File: src/rtl/pwm_tmr_pkg.sv
package pwm_tmr_pkg;

    localparam int CNT_W  = 16;
    localparam int PS_W   = 3;
    localparam int ADDR_W = 8;
    localparam int DATA_W = 32;

    localparam logic [ADDR_W-1:0] A_INFO    = 8'h04;
    localparam logic [ADDR_W-1:0] A_CTRL    = 8'h10;
    localparam logic [ADDR_W-1:0] A_COUNT   = 8'h14;
    localparam logic [ADDR_W-1:0] A_PERIOD  = 8'h18;
    localparam logic [ADDR_W-1:0] A_CH_BASE = 8'h20;

    typedef enum logic [1:0] {
        CLK_OFF       = 2'd0,
        CLK_PRESCALED = 2'd1,
        CLK_RSVD2     = 2'd2,
        CLK_RSVD3     = 2'd3
    } clk_sel_e;

    typedef enum logic [1:0] {
        LVL_OFF  = 2'd0,
        LVL_INV  = 2'd1,
        LVL_HIGH = 2'd2,
        LVL_RSVD = 2'd3
    } out_lvl_e;

    typedef struct packed {
        logic            center;
        clk_sel_e        clk_sel;
        logic [PS_W-1:0] ps;
    } ctrl_t;

    typedef struct packed {
        logic [1:0] msel;
        out_lvl_e   lvl;
    } chan_cfg_t;

    function automatic logic drive_level(out_lvl_e lvl, logic below);
        case (lvl)
            LVL_HIGH: return below;
            LVL_INV:  return !below;
            default:  return 1'b0;
        endcase
    endfunction

    function automatic logic [DATA_W-1:0] chan_word(logic flag, chan_cfg_t cfg);
        return {{(DATA_W-8){1'b0}}, flag, 1'b0, cfg, 2'b00};
    endfunction

endpackage

File: src/rtl/pwm_prescaler.sv
module pwm_prescaler
    import pwm_tmr_pkg::*;
#(
    parameter int PSW = PS_W
) (
    input  logic           clk,
    input  logic           rst,
    input  logic           run,
    input  logic           clr,
    input  logic [PSW-1:0] ps,
    output logic           tick
);
    localparam int DIV_W = (1 << PSW) - 1;

    logic [DIV_W-1:0] div_q;
    logic [DIV_W-1:0] limit;

    assign limit = {DIV_W{1'b1}} >> (DIV_W - int'(ps));
    assign tick  = run && (div_q >= limit);

    always_ff @(posedge clk) begin
        if (rst || !run || clr || tick) begin
            div_q <= '0;
        end else begin
            div_q <= div_q + 1'b1;
        end
    end
endmodule

File: src/rtl/pwm_counter.sv
module pwm_counter #(
    parameter int CW = 16
) (
    input  logic          clk,
    input  logic          rst,
    input  logic          tick,
    input  logic          center,
    input  logic          wr_en,
    input  logic [CW-1:0] wr_val,
    input  logic [CW-1:0] period,
    output logic [CW-1:0] cnt,
    output logic          reload
);
    logic [CW-1:0] cnt_d;
    logic          down_q, down_d, edge_evt;

    always_comb begin
        cnt_d    = cnt;
        down_d   = down_q;
        edge_evt = 1'b0;
        if (wr_en) begin
            cnt_d  = wr_val;
            down_d = 1'b0;
        end else if (tick) begin
            if (!center) begin
                down_d = 1'b0;
                if (cnt >= period) begin
                    cnt_d    = '0;
                    edge_evt = 1'b1;
                end else begin
                    cnt_d = cnt + 1'b1;
                end
            end else if (!down_q) begin
                if (cnt >= period) begin
                    edge_evt = 1'b1;
                    if (period == '0) begin
                        cnt_d = '0;
                    end else begin
                        cnt_d  = period - 1'b1;
                        down_d = 1'b1;
                    end
                end else begin
                    cnt_d = cnt + 1'b1;
                end
            end else begin
                if (cnt == '0) begin
                    down_d = 1'b0;
                    cnt_d  = (period == '0) ? '0 : CW'(1);
                end else begin
                    cnt_d = cnt - 1'b1;
                end
            end
        end
    end

    assign reload = edge_evt;

    always_ff @(posedge clk) begin
        if (rst) begin
            cnt    <= '0;
            down_q <= 1'b0;
        end else begin
            cnt    <= cnt_d;
            down_q <= down_d;
        end
    end
endmodule

File: src/rtl/pwm_channel.sv
module pwm_channel
    import pwm_tmr_pkg::*;
#(
    parameter int CW = 16
) (
    input  logic          clk,
    input  logic          rst,
    input  logic          running,
    input  logic [CW-1:0] cnt,
    input  logic          reload,
    input  logic          thr_wr,
    input  logic [CW-1:0] thr_val,
    input  logic          cfg_wr,
    input  chan_cfg_t     cfg_in,
    input  logic          flag_clr,
    output logic [CW-1:0] thr_act,
    output chan_cfg_t     cfg,
    output logic          flag,
    output logic          pwm
);
    logic [CW-1:0] thr_buf;

    always_ff @(posedge clk) begin
        if (rst) begin
            thr_buf <= '0;
            thr_act <= '0;
        end else begin
            if (reload) begin
                thr_act <= thr_buf;
            end
            if (thr_wr) begin
                thr_buf <= thr_val;
                if (!running) begin
                    thr_act <= thr_val;
                end
            end
        end
    end

    always_ff @(posedge clk) begin
        if (rst) begin
            cfg <= '0;
        end else if (cfg_wr) begin
            cfg <= cfg_in;
        end
    end

    always_ff @(posedge clk) begin
        if (rst) begin
            flag <= 1'b0;
        end else if (running && (cnt == thr_act)) begin
            flag <= 1'b1;
        end else if (flag_clr) begin
            flag <= 1'b0;
        end
    end

    assign pwm = drive_level(cfg.lvl, cnt < thr_act);
endmodule

File: src/rtl/shared_pwm_timer.sv
module shared_pwm_timer
    import pwm_tmr_pkg::*;
#(
    parameter int NCH = 4
) (
    input  logic              clk,
    input  logic              rst,
    input  logic              bus_wr,
    input  logic              bus_rd,
    input  logic [ADDR_W-1:0] bus_addr,
    input  logic [DATA_W-1:0] bus_wdata,
    output logic [DATA_W-1:0] bus_rdata,
    output logic [NCH-1:0]    pwm_out
);
    localparam int IDX_W = ADDR_W - 3;

    ctrl_t                       ctrl_q;
    logic                        running, center, tick, reload;
    logic                        cnt_wr, per_wr, ctrl_wr;
    logic [CNT_W-1:0]            cnt_q, mod_buf, mod_act;
    logic [ADDR_W-1:0]           ch_off;
    logic [IDX_W-1:0]            ch_idx;
    logic                        ch_hit;
    logic [NCH-1:0]              thr_wr, cfg_wr, flag_clr, flag_v;
    logic [NCH-1:0][CNT_W-1:0]   cmp_act_v;
    chan_cfg_t [NCH-1:0]         cfg_v;
    logic [NCH-1:0][1:0]         lvl_v;
    logic [DATA_W-1:0]           rd_val;

    assign running = (ctrl_q.clk_sel == CLK_PRESCALED);
    assign center  = ctrl_q.center;
    assign ctrl_wr = bus_wr && (bus_addr == A_CTRL);
    assign cnt_wr  = bus_wr && (bus_addr == A_COUNT);
    assign per_wr  = bus_wr && (bus_addr == A_PERIOD);

    assign ch_off = bus_addr - A_CH_BASE;
    assign ch_idx = ch_off[ADDR_W-1:3];
    assign ch_hit = (bus_addr >= A_CH_BASE) && (ch_off[1:0] == 2'b00)
                    && (int'(ch_idx) < NCH);

    always_ff @(posedge clk) begin
        if (rst) begin
            ctrl_q <= '0;
        end else if (ctrl_wr) begin
            ctrl_q <= ctrl_t'(bus_wdata[$bits(ctrl_t)-1:0]);
        end
    end

    always_ff @(posedge clk) begin
        if (rst) begin
            mod_buf <= '0;
            mod_act <= '0;
        end else begin
            if (reload) begin
                mod_act <= mod_buf;
            end
            if (per_wr) begin
                mod_buf <= bus_wdata[CNT_W-1:0];
                if (!running) begin
                    mod_act <= bus_wdata[CNT_W-1:0];
                end
            end
        end
    end

    pwm_prescaler #(.PSW(PS_W)) u_pre (
        .clk  (clk),
        .rst  (rst),
        .run  (running),
        .clr  (cnt_wr),
        .ps   (ctrl_q.ps),
        .tick (tick)
    );

    pwm_counter #(.CW(CNT_W)) u_cnt (
        .clk    (clk),
        .rst    (rst),
        .tick   (tick),
        .center (center),
        .wr_en  (cnt_wr),
        .wr_val (bus_wdata[CNT_W-1:0]),
        .period (mod_act),
        .cnt    (cnt_q),
        .reload (reload)
    );

    for (genvar i = 0; i < NCH; i++) begin : g_ch
        logic sel;
        assign sel         = bus_wr && ch_hit && (ch_idx == IDX_W'(i));
        assign thr_wr[i]   = sel && ch_off[2];
        assign cfg_wr[i]   = sel && !ch_off[2];
        assign flag_clr[i] = cfg_wr[i] && bus_wdata[7];
        assign lvl_v[i]    = cfg_v[i].lvl;

        pwm_channel #(.CW(CNT_W)) u_ch (
            .clk      (clk),
            .rst      (rst),
            .running  (running),
            .cnt      (cnt_q),
            .reload   (reload),
            .thr_wr   (thr_wr[i]),
            .thr_val  (bus_wdata[CNT_W-1:0]),
            .cfg_wr   (cfg_wr[i]),
            .cfg_in   (chan_cfg_t'(bus_wdata[5:2])),
            .flag_clr (flag_clr[i]),
            .thr_act  (cmp_act_v[i]),
            .cfg      (cfg_v[i]),
            .flag     (flag_v[i]),
            .pwm      (pwm_out[i])
        );
    end

    always_comb begin
        rd_val = '0;
        if (bus_addr == A_INFO) begin
            rd_val = DATA_W'(NCH);
        end else if (bus_addr == A_CTRL) begin
            rd_val = DATA_W'(ctrl_q);
        end else if (bus_addr == A_COUNT) begin
            rd_val = DATA_W'(cnt_q);
        end else if (bus_addr == A_PERIOD) begin
            rd_val = DATA_W'(mod_act);
        end else if (ch_hit) begin
            for (int i = 0; i < NCH; i++) begin
                if (ch_idx == IDX_W'(i)) begin
                    rd_val = ch_off[2] ? DATA_W'(cmp_act_v[i])
                                       : chan_word(flag_v[i], cfg_v[i]);
                end
            end
        end
    end

    always_ff @(posedge clk) begin
        if (rst) begin
            bus_rdata <= '0;
        end else if (bus_rd) begin
            bus_rdata <= rd_val;
        end
    end
endmodule

File: config.mk
export PLATFORM = sky130hd
export DESIGN_NAME = shared_pwm_timer
export DESIGN_NICKNAME = d
export VERILOG_FILES = /design/src/rtl/pwm_tmr_pkg.sv /design/src/rtl/pwm_prescaler.sv /design/src/rtl/pwm_counter.sv /design/src/rtl/pwm_channel.sv /design/src/rtl/shared_pwm_timer.sv
export SDC_FILE = /design/constraint.sdc
export NUM_CORES = 1
export LEC_CHECK = 0
export BUFFER_PORTS_ARGS = -buffer_cell sky130_fd_sc_hd__buf_2
export CAP_MARGIN = 10
export CORE_MARGIN = 4
export CORE_UTILIZATION = 27
export CTS_BUF_LIST = sky130_fd_sc_hd__clkbuf_16
export CTS_CLUSTER_DIAMETER = 100
export DETAILED_ROUTE_END_ITERATION = 10
export GPL_ROUTABILITY_DRIVEN = 1
export PLACE_DENSITY = 0.42
export SETUP_SLACK_MARGIN = 0.15
export SYNTH_ARGS = -nofsm -noshare
export SYNTH_HDL_FRONTEND = slang
export SYNTH_SLANG_ARGS = --single-unit
File: constraint.sdc
create_clock -name clk -period 3.5 [get_ports clk]
set_input_delay 0.525 -clock clk [delete_from_list [all_inputs] [get_ports clk]]
set_output_delay 0.525 -clock clk [all_outputs]
set_load 0.03 [all_outputs]
After elaboration in Yosys (flattened, before gate mapping)
Index checks and enable logic that the tools add are counted.

Bits in registers: 242. Memories: 0. Memory bits (writable): 0. Latch bits: 0. Bits in read-only memories: 0. Bits of input ports: 44. Output and inout port bits: 36.

$lt $le $gt $ge: 8. Multiply operators: 0. Reductions and logical operators: 46. Div/mod/pow operators: 0. Equality and inequality tests: 20. Muxes and demuxes: 59. Shifts and indexed selects: 1. Bitwise gates (word level): 0. Add/subtract/negate cells: 6.

Operators with widths (count): $mux W16 (28); $mux W32 (8); $eq A16 B16 Y1 (4); $lt A16 B16 Y1 (4); $logic_not A16 Y1 (2); $shr A7 B32 Y7 const A (1); $sub A16 B1 Y16 const B (2); $logic_and A1 B1 Y1 (27); $eq A8 B5 Y1 const B (3); $mux W1 (19); $add A16 B1 Y16 const B (1); $ge A16 B16 Y1 (1); $eq A2 B1 Y1 const B (5); $eq A5 B2 Y1 const B (2); $reduce_bool A2 Y1 (5); $eq A2 B2 Y1 const B (4); $eq A8 B3 Y1 const B (1); $ge A8 B6 Y1 const B (1); $pmux W1 S2 (4); $sub A8 B6 Y8 const B (1); $add A7 B1 Y7 const B (1); $ge A7 B7 Y1 (1); $logic_not A1 Y1 (6); $eq A5 B1 Y1 const B (1); other kinds (6) (8).

Depth between registers and ports, before layout
Gate-level depths: netlist of run 1.

Depth in word-level cells: 11. Gate-level depth with buffers: 12. Gate-level depth less buffers: 9.

Modules after synthesis
From an unflattened synthesis of run 1, not the netlist that was laid out.

Cell total of the unflattened synthesis: 1635. Area total of the unflattened synthesis: 14087.3 um^2.

Modules (own cells, without submodules): pwm_channel (instances 4, area an instance 1860.5 um^2, cells each 200); shared_pwm_timer (instances 1, area an instance 3727.3 um^2, cells each 438); pwm_counter (instances 1, area an instance 2409.8 um^2, cells each 346); pwm_prescaler (instances 1, area an instance 508.0 um^2, cells each 51).

Worst setup path after synthesis of run 1
OpenSTA, ideal clock, no wires.

Path type: flip-flop to flip-flop. From: register u_cnt.cnt[0]. To: register g_ch[0].u_ch.thr_act[2]. Arrival: 2.840 ns. Library setup time: 0.091 ns. Clock period less this slack: 2.931 ns. Slack: 0.569 ns. Cell stages (with the launch flop): 12. Data required time: 3.409 ns. Cell sequence: dfxtp_1 > inv_1 > ha_1 > nand2b_1 > a2111oi_0 > or4b_1 > a31o_1 > buf_6 > a211oi_4 > buf_6 > nand2_1 > a311oi_1.

Word-level cells in the longest chain between the ends: 9.

Ends and longest elaborated chain: start, declared (line pwm_counter.sv:11) `output logic [CW-1:0] cnt,`; start signal, assigned (line pwm_counter.sv:63) `cnt <= cnt_d;`; $ge A16 B16 Y1 * (line pwm_counter.sv:27, pwm_counter.sv:34); $mux W1 * (line pwm_counter.sv:27, pwm_counter.sv:34); $mux W1 (line pwm_counter.sv:33) `end else if (!down_q) begin`; $mux W1 * (line pwm_counter.sv:25) `if (!center) begin`; $mux W1 * (line pwm_counter.sv:24) `end else if (tick) begin`; $mux W1 * (line pwm_counter.sv:21) `if (wr_en) begin`; $mux W16 * (line pwm_channel.sv:28) `if (reload) begin`; $mux W16 (line pwm_channel.sv:33) `if (!running) begin`; $mux W16 * (line pwm_channel.sv:31) `if (thr_wr) begin`; end signal, assigned (line pwm_channel.sv:29) `thr_act <= thr_buf;`; end signal, assigned (line pwm_channel.sv:34) `thr_act <= thr_val;`; end, declared (line pwm_channel.sv:16) `output logic [CW-1:0] thr_act,`.

Every way passes the cells marked *; elsewhere a longest branch is shown, timed or not. A chain may end at the register's enable or synchronous reset.

Worst setup path in the final report of run 1
From: register u_cnt.cnt[9]. To: output port pwm_out[1].

Word-level cells in the longest chain between the ends: 3.

Ends and longest elaborated chain: $lt A16 B16 Y1 * (line pwm_channel.sv:58) `assign pwm = drive_level(cfg.lvl, cnt < thr_act);`; $logic_not A1 Y1 (line pwm_tmr_pkg.sv:42) `LVL_INV: return !below;`; $pmux W1 S2 * (line pwm_tmr_pkg.sv:40) `case (lvl)`; end, declared (line shared_pwm_timer.sv:13) `output logic [NCH-1:0] pwm_out`.

Marked as above.

==> flow_metrics.tcl, run 1 <==
set metrics [dict create \
    status "finished clean" \
    nets 1891 \
    synth-edff-count 0 \
    cp.arrival_ns 2.78 \
    setup_viol 0 \
    worst_slew_pin_slew_ns 1.07 \
    path_cells "ha_4, a21o_1, a21o_1, a211oi_2, o21bai_1, a21o_1, a221oi_2, buf_4, mux2i_4, buf_6" \
    start_kind "register" \
    syn_to_final_growth_pct 16.5 \
    wirelength_mm 50.3 \
    fin_tns_setup_ns 0 \
    cts_tree "yes" \
    crit_top_cell "a21o_1" \
    crit_required_ns 2.97 \
    die_w_um 232 \
    num_rows 81 \
    crit_slowest_cell "dfxtp_4" \
    synth_cells 1715 \
    htreeDepth 1 \
    syn_area_per_cell_um2 7.92 \
    wl_met3_mm 2.13 \
    wire_per_inst_um 20.7 \
    cts_sinks 226 \
    p_leak_uw 0.00596 \
    hold_path_class "in2reg" \
    root_buffer "clkbuf_16" \
    wl_met1_mm 25.0 \
    topRoutingLayerUsed "met4" \
    place_inst 2380 \
    ys_ff_latch 226 \
    relSlewSlack_pct 28.6 \
    ff_latch_area_um2 4550 \
    multiInputGateArea_um2 8170 \
    rsz0062_at_grt "yes" \
    timing.fmax_ghz 0.302 \
    fillers 5295 \
    drc_errors 0 \
    grt_pass1_wl_mm 76.4 \
    crit_path_max_fanout 3 \
    gr-usage-all-layers_pct 18.3 \
    period_minus_slack_ns 3.31 \
    drtPass1Iterations 5 \
    gp_congestion 0.898 \
    vias_per_cell 5.11 \
    die_h_um 232 \
    setup.worst_path.start "u_cnt.cnt[9]" \
    final_design_area_no_fill_um2 15800 \
    ys_types 72 \
    grt_max_degree 109 \
    endpoint_kind "output pin" \
    period_share_pct 94.5 \
    ys_seq_area_share_pct 33.3 \
    met2_length_mm 22.0 \
    cts_made_buffers 29 \
    hold_viol 0 \
    coreArea_um2 49400 \
    design.die.area_um2 53900 \
    drive_above_1_share_pct 13.9 \
    max_cap_viol_count 0 \
    drtIter0Drc 946 \
    clk_latency_ns 0.57 \
    yosysWarnings 0 \
    finClkSkew_ns 0.0183 \
    cp_top_family "compound AO/OA/AOI/OAI gates" \
    grt_pass1_vias 12268 \
    cts.path.max_buffers 3 \
    placed_area_um2 14700 \
    globalRouteOverflowTotal 0 \
    ys.flop_type "dfxtp_1" \
    hpwl_mm 36.9 \
    r2r_start "mod_act[1]" \
    initial_core_util_pct 27.5 \
    max_stage_delay_ns 0.38 \
    synth-async-reset-ratio_pct 0 \
    worstHoldStart "bus_rd" \
    final_util_pct 32.1 \
    antenna_found_initial 1 \
    instances_no_fill 2435 \
    fin_hold_ws_ns 0.327 \
    portBuffers 47 \
    path_class "reg2out" \
    power.density_nw_per_um2 362 \
    clk_pin_slew_ns 0.06 \
    ios 80 \
    drv_slew 0 \
    n_antenna_cell 0 \
    num_vias 12441 \
    antenna_left 0 \
    cp_num_buf_inv 2 \
    peakVddDrop_mv 0.346 \
    syn_area_um2 13600 \
]
-- final timing paths --
| path | endpoint | slack (ns) | cells after the start |
|---|---|---|---|
| max reg2reg | u_cnt.cnt[12] | 0.25 | 10 |
| min | bus_rdata[2] | 0.33 | 3 |
| max | pwm_out[1] | 0.19 | 10 |
| min reg2reg | g_ch[3].u_ch.thr_buf[9] | 0.45 | 2 |
-- cells in the mapped netlist (all sizes together) (6+ instances only) --
library cell	number	area (um^2)
mux2i	89	891
xnor2	18	165
inv	90	338
o31ai	6	45.0
nor4	32	259
dfxtp	226	4520
xor2	6	52.6
a31oi	11	68.8
nor2	241	907
nor3	53	282
a221oi	6	52.6
nor2b	10	62.6
nand2b	15	93.8
buf	54	372
and2	7	43.8
nand2	256	968
o22ai	6	37.5
or3	13	81.3
a311oi	65	582
or4	6	45.0
clkbuf	93	349
a22oi	27	203
mux4	9	203
o21a	13	97.6
o211ai	10	75.1
ha	94	1180
a21o	20	150
nand4	18	113
and3	10	62.6
o21ai	43	215
nand3	30	155
a21oi	88	440
-- report_power, final --
group	total (uW)	internal, uW	leakage, uW	switching [uW]
Combinational	330	84.5	0.00368	246
Sequential	2580	2570	0.00183	3.95
Clock	2820	1630	0.000446	1190
Total	5730	4290	0.00596	1440
-- final cells by class --
cell class / instances / area share (%)
clock buffer: 29 / 4.59
clock inverter: 20 / 0.917
timing repair buffer: 139 / 6.76
inverter: 91 / 2.16
multi-input combinational: 1266 / 51.6
sequential: 226 / 28.7
tap: 664 / 5.25
-- layer usage --
metal	global-route usage, %	up-vias
met5	0	-
met4	4.76	0
met2	29.0	271
li1	-	6077
met1	26.6	6021
met3	1.96	72
-- worst reg2reg max path, delay by kind of cell, from the launching register on --
kind,cells,cell delay [ns]
buf+inv,3,0.45
compound gates,4,1.19
fa+ha+maj,1,0.29
flops,1,0.44
simple gates,2,0.69
-- cells by family (layout without fill, tap and decap cells) --
kind of cell | count (synthesis) | count (layout) | share of synthesized area [%]
XOR/XNOR | 24 | 24 | 1.60
flip-flops | 226 | 226 | 33.3
multiplexers | 103 | 103 | 8.47
adder cells (fa/ha/maj) | 94 | 94 | 8.66
buffers and inverters | 238 | 279 | 7.82
AO/OA/AOI/OAI | 325 | 325 | 16.5
AND/OR/NAND/NOR | 704 | 704 | 23.6
other | 1 | 16 | 0.0276
-- placed cells by master (no fill, tap or decap), types with 8 or more instances in the layout --
master | Yosys | final
mux4_2 | 9 | 9
xnor2_1 | 17 | 17
nand2_1 | 253 | 252
nor2_1 | 240 | 240
and3_1 | 10 | 10
or3_1 | 13 | 13
nor2b_1 | 10 | 10
mux2i_1 | 89 | 87
buf_12 | 0 | 9
a22oi_1 | 27 | 27
a21o_1 | 20 | 20
nand4_1 | 18 | 18
a21oi_1 | 88 | 85
nand3_1 | 29 | 29
nor4_2 | 7 | 8
conb_1 | 1 | 16
nand2b_1 | 15 | 15
nor4_1 | 24 | 23
o21a_1 | 13 | 13
o211ai_1 | 10 | 10
buf_2 | 15 | 42
o21ai_0 | 43 | 38
clkbuf_16 | 0 | 29
inv_1 | 90 | 94
a311oi_1 | 63 | 63
dfxtp_1 | 226 | 216
ha_1 | 94 | 92
nor3_1 | 51 | 51
buf_4 | 22 | 83
a31oi_1 | 11 | 10
-- sequential cells by signal, summed over array words and instances (netlist names), 4 cells and up --
register and flops:
mod_act 16, g_ch.u_ch.thr_buf 64, bus_rdata 16, g_ch.u_ch.thr_act 64, u_pre.div_q 7, g_ch.u_ch.cfg 16, u_cnt.cnt 16, mod_buf 16
ctrl_q 5, g_ch.u_ch.flag 4
-- stage by stage --
stage	power [uW]	setup slack, ns
floorplan	2850	0.569
global placement	2960	0.217
detailed placement	2960	0.220
CTS	5800	0.147
global route	5920	0.0669
finish	5730	0.192
-- timing repair --
action                     4_1_cts  5_1_grt
buffers inserted                 6        0
gates cloned                     0        0
hold buffers                     0        0
gates resized for setup         37       10
setup endpoints to repair        4       26
pin swaps                        5        1
(Power assumes the default switching activity.)
==> inputs of run 2 (changes only) <==
Settings changed: ABC_AREA set to 1, SYNTH_HIERARCHICAL set to 1.
==> flow_metrics.tcl, run 2 <==
set metrics [dict create \
    combPwrFrac_pct 6.0 \
    crit_top_cell "nor2_1" \
    synthTopCellsByArea "dfxtp_1 (31%), nand2_1 (11%), nor2_1 (10%), ha_1 (8.2%), a21oi_1 (6.7%)" \
    p_int_uw 4330 \
    syn_to_final_growth_pct 13.8 \
    antenna_found_initial 1 \
    path_class "reg2reg" \
    ys_seq_area_share_pct 31.3 \
    coreArea_um2 52800 \
    cts_tree "yes" \
    finClkSkew_ns 0.0290 \
    clk_pin_slew_ns 0.06 \
    max_cap_viol_count 0 \
    design.die.area_um2 57200 \
    cts.path.max_buffers 3 \
    ys_ff_latch 226 \
    hold_viol 0 \
    worst_slew_pin_slew_ns 1.03 \
    ys.flop_type "dfxtp_1" \
    setup_viol 0 \
    drv_slew 0 \
    reg_top3 "g_ch.u_ch/thr_act: 64 flops, g_ch.u_ch/thr_buf: 64 flops" \
    path_cells "nor2_1, nand2_1, ha_1, nand2_1, nor2_1, nand3_2, a31oi_4, inv_1, nor2_1, inv_1, nor2_1, inv_1, nor2_4, buf_12, buf_6, nor2_1, a21oi_1, a21oi_1" \
    reg2regPathDepth 18 \
    period_share_pct 88.7 \
    synth.top_cells.by_count "nand2_1 (425), nor2_1 (390), inv_1 (232)" \
    power.share.clock_pct 49.9 \
    die_w_um 239 \
    worstHoldStart "bus_rd" \
    yosysTopAreaCell "dfxtp_1" \
    wirelength_mm 58.7 \
    whs_endpoint "bus_rdata[2]" \
    gp_congestion 0.916 \
    p_total_uw 5850 \
    crit_slowest_cell "dfxtp_2" \
    drtIter0Drc 1315 \
    period_minus_slack_ns 3.11 \
    fin_tns_setup_ns 0 \
    power_frac_seq_pct 44.1 \
    antenna_left 0 \
    nets 2379 \
    clk_latency_ns 0.59 \
    hpwl_mm 41.6 \
    grt_max_degree 35 \
    ios 80 \
    syn_area_per_cell_um2 6.57 \
    status "finished clean" \
    fin_hold_ws_ns 0.338 \
    peakVddDrop_mv 0.385 \
    synth_most_common_cell "nand2_1" \
    crit_required_ns 3.93 \
    max_stage_delay_ns 0.37 \
    syn_area_um2 14400 \
    hold_path_class "in2reg" \
    timing.fmax_ghz 0.322 \
    final_common_cell "nand2_1" \
    rsz0062_at_grt "yes" \
    grt_pass1_wl_mm 86.5 \
    drtPass1Iterations 6 \
    cts_sinks 226 \
    relSlewSlack_pct 31.3 \
    power.density_nw_per_um2 356 \
    rr_endpoint "g_ch[2].u_ch/thr_act[6]" \
    worstHoldPathCells 5 \
    synth-async-reset-ratio_pct 0 \
    yosysWarnings 6 \
    cts_made_buffers 30 \
    num_rows 84 \
    switching_share_pct 25.9 \
    rrSetupSlack_ns 0.39 \
    endpoint_kind "register" \
    p_leak_uw 0.00752 \
    portBuffers 47 \
    switchingPower_uw 1510 \
    layout_common_cells "nand2_1 (424), nor2_1 (389), inv_1 (236)" \
    cp.arrival_ns 3.54 \
    grt_pass1_vias 13640 \
    htreeDepth 1 \
    synth-edff-count 0 \
    start_kind "register" \
    ys_types 48 \
    gr-usage-all-layers_pct 20.0 \
    wire_per_inst_um 19.9 \
    globalRouteOverflowTotal 0 \
    drc_errors 0 \
    num_vias 14573 \
    initial_core_util_pct 27.4 \
    r2r_start "ctrl_q[2]" \
    root_buffer "clkbuf_16" \
    synth_top_area_share_pct 31.3 \
    synth_cells 2198 \
    vias_per_cell 4.94 \
    die_h_um 239 \
    crit_path_max_fanout 28 \
    drive_above_1_share_pct 9.86 \
]
run 2: power by group through the flow:
stage	sequential (uW)	combinational, uW	clock [uW]
floorplan	2640	191	0
global placement	2630	347	0
detailed placement	2630	348	0
CTS	2580	349	3020
global route	2580	379	3120
finish	2580	351	2920
run 2: through the flow:
step,area [um^2],setup WS (ns),util [%],instances
after global placement,15500,0.152,29.3,2896
after detailed placement,15500,0.128,29.3,2896
after floorplan,14500,0.560,-,2213
after CTS,16400,0.153,31.0,2949
final,16400,0.394,31.1,2950
after global routing,16400,0.136,31.1,2949
run 2: worst max path at each step:
stage / from / end / slack [ns] / depth (start not counted)
2_1_floorplan: ctrl_q[2] / mod_act[10] / 0.56 / 17
3_3_place_gp: ctrl_q[2] / g_ch[3].u_ch/thr_act[8] / 0.15 / 17
3_5_place_dp: ctrl_q[2] / g_ch[3].u_ch/thr_act[1] / 0.13 / 16
4_1_cts: ctrl_q[2] / g_ch[3].u_ch/thr_act[1] / 0.15 / 16
5_1_grt: ctrl_q[2] / mod_act[12] / 0.14 / 18
6_report: ctrl_q[2] / g_ch[2].u_ch/thr_act[6] / 0.39 / 18
run 2: final cells by class:
class	count	area, um^2
antenna	1	2.50
clock buffer	30	751
clock inverter	23	168
fill	5882	36300
inverter	249	940
multi-input combinational	1625	8430
sequential	226	4530
tap	688	861
timing repair buffer	108	741
run 2: critical path, delay by kind of cell (launching register included):
kind | cells | cell delay [ns]
AO/OA/AOI/OAI | 3 | 0.45
adder cells (fa/ha/maj) | 1 | 0.28
buffers and inverters | 5 | 0.72
flip-flops | 1 | 0.37
AND/OR/NAND/NOR | 9 | 1.14
run 2: metal layers:
metal	share of wire [%]	vias to the layer above	GRT usage, %
met2	44	412	31.6
met5	0	-	0
met3	6.0	87	3.05
met4	3.5	0	6.84
met1	46	6856	27.9
li1	-	7218	-
run 2: logic make-up (layout without fill, tap and decap cells):
family | count (synthesis) | in the layout | share of synthesized area, %
xor+xnor | 34 | 34 | 2.06
simple gates | 1044 | 1044 | 30.9
fa+ha+maj | 95 | 95 | 8.24
flops | 226 | 226 | 31.3
other cells | 1 | 17 | 0.0260
buf+inv | 362 | 410 | 10.8
compound gates | 436 | 436 | 16.6
run 2: repair_timing:
item | in CTS | in global routing
setup buffers | 0 | 0
hold buffers | 0 | 0
pin swaps | 0 | 0
setup endpoints to repair | 13 | 71
hold endpoints to repair | 0 | 0
gates resized for setup | 1 | 10
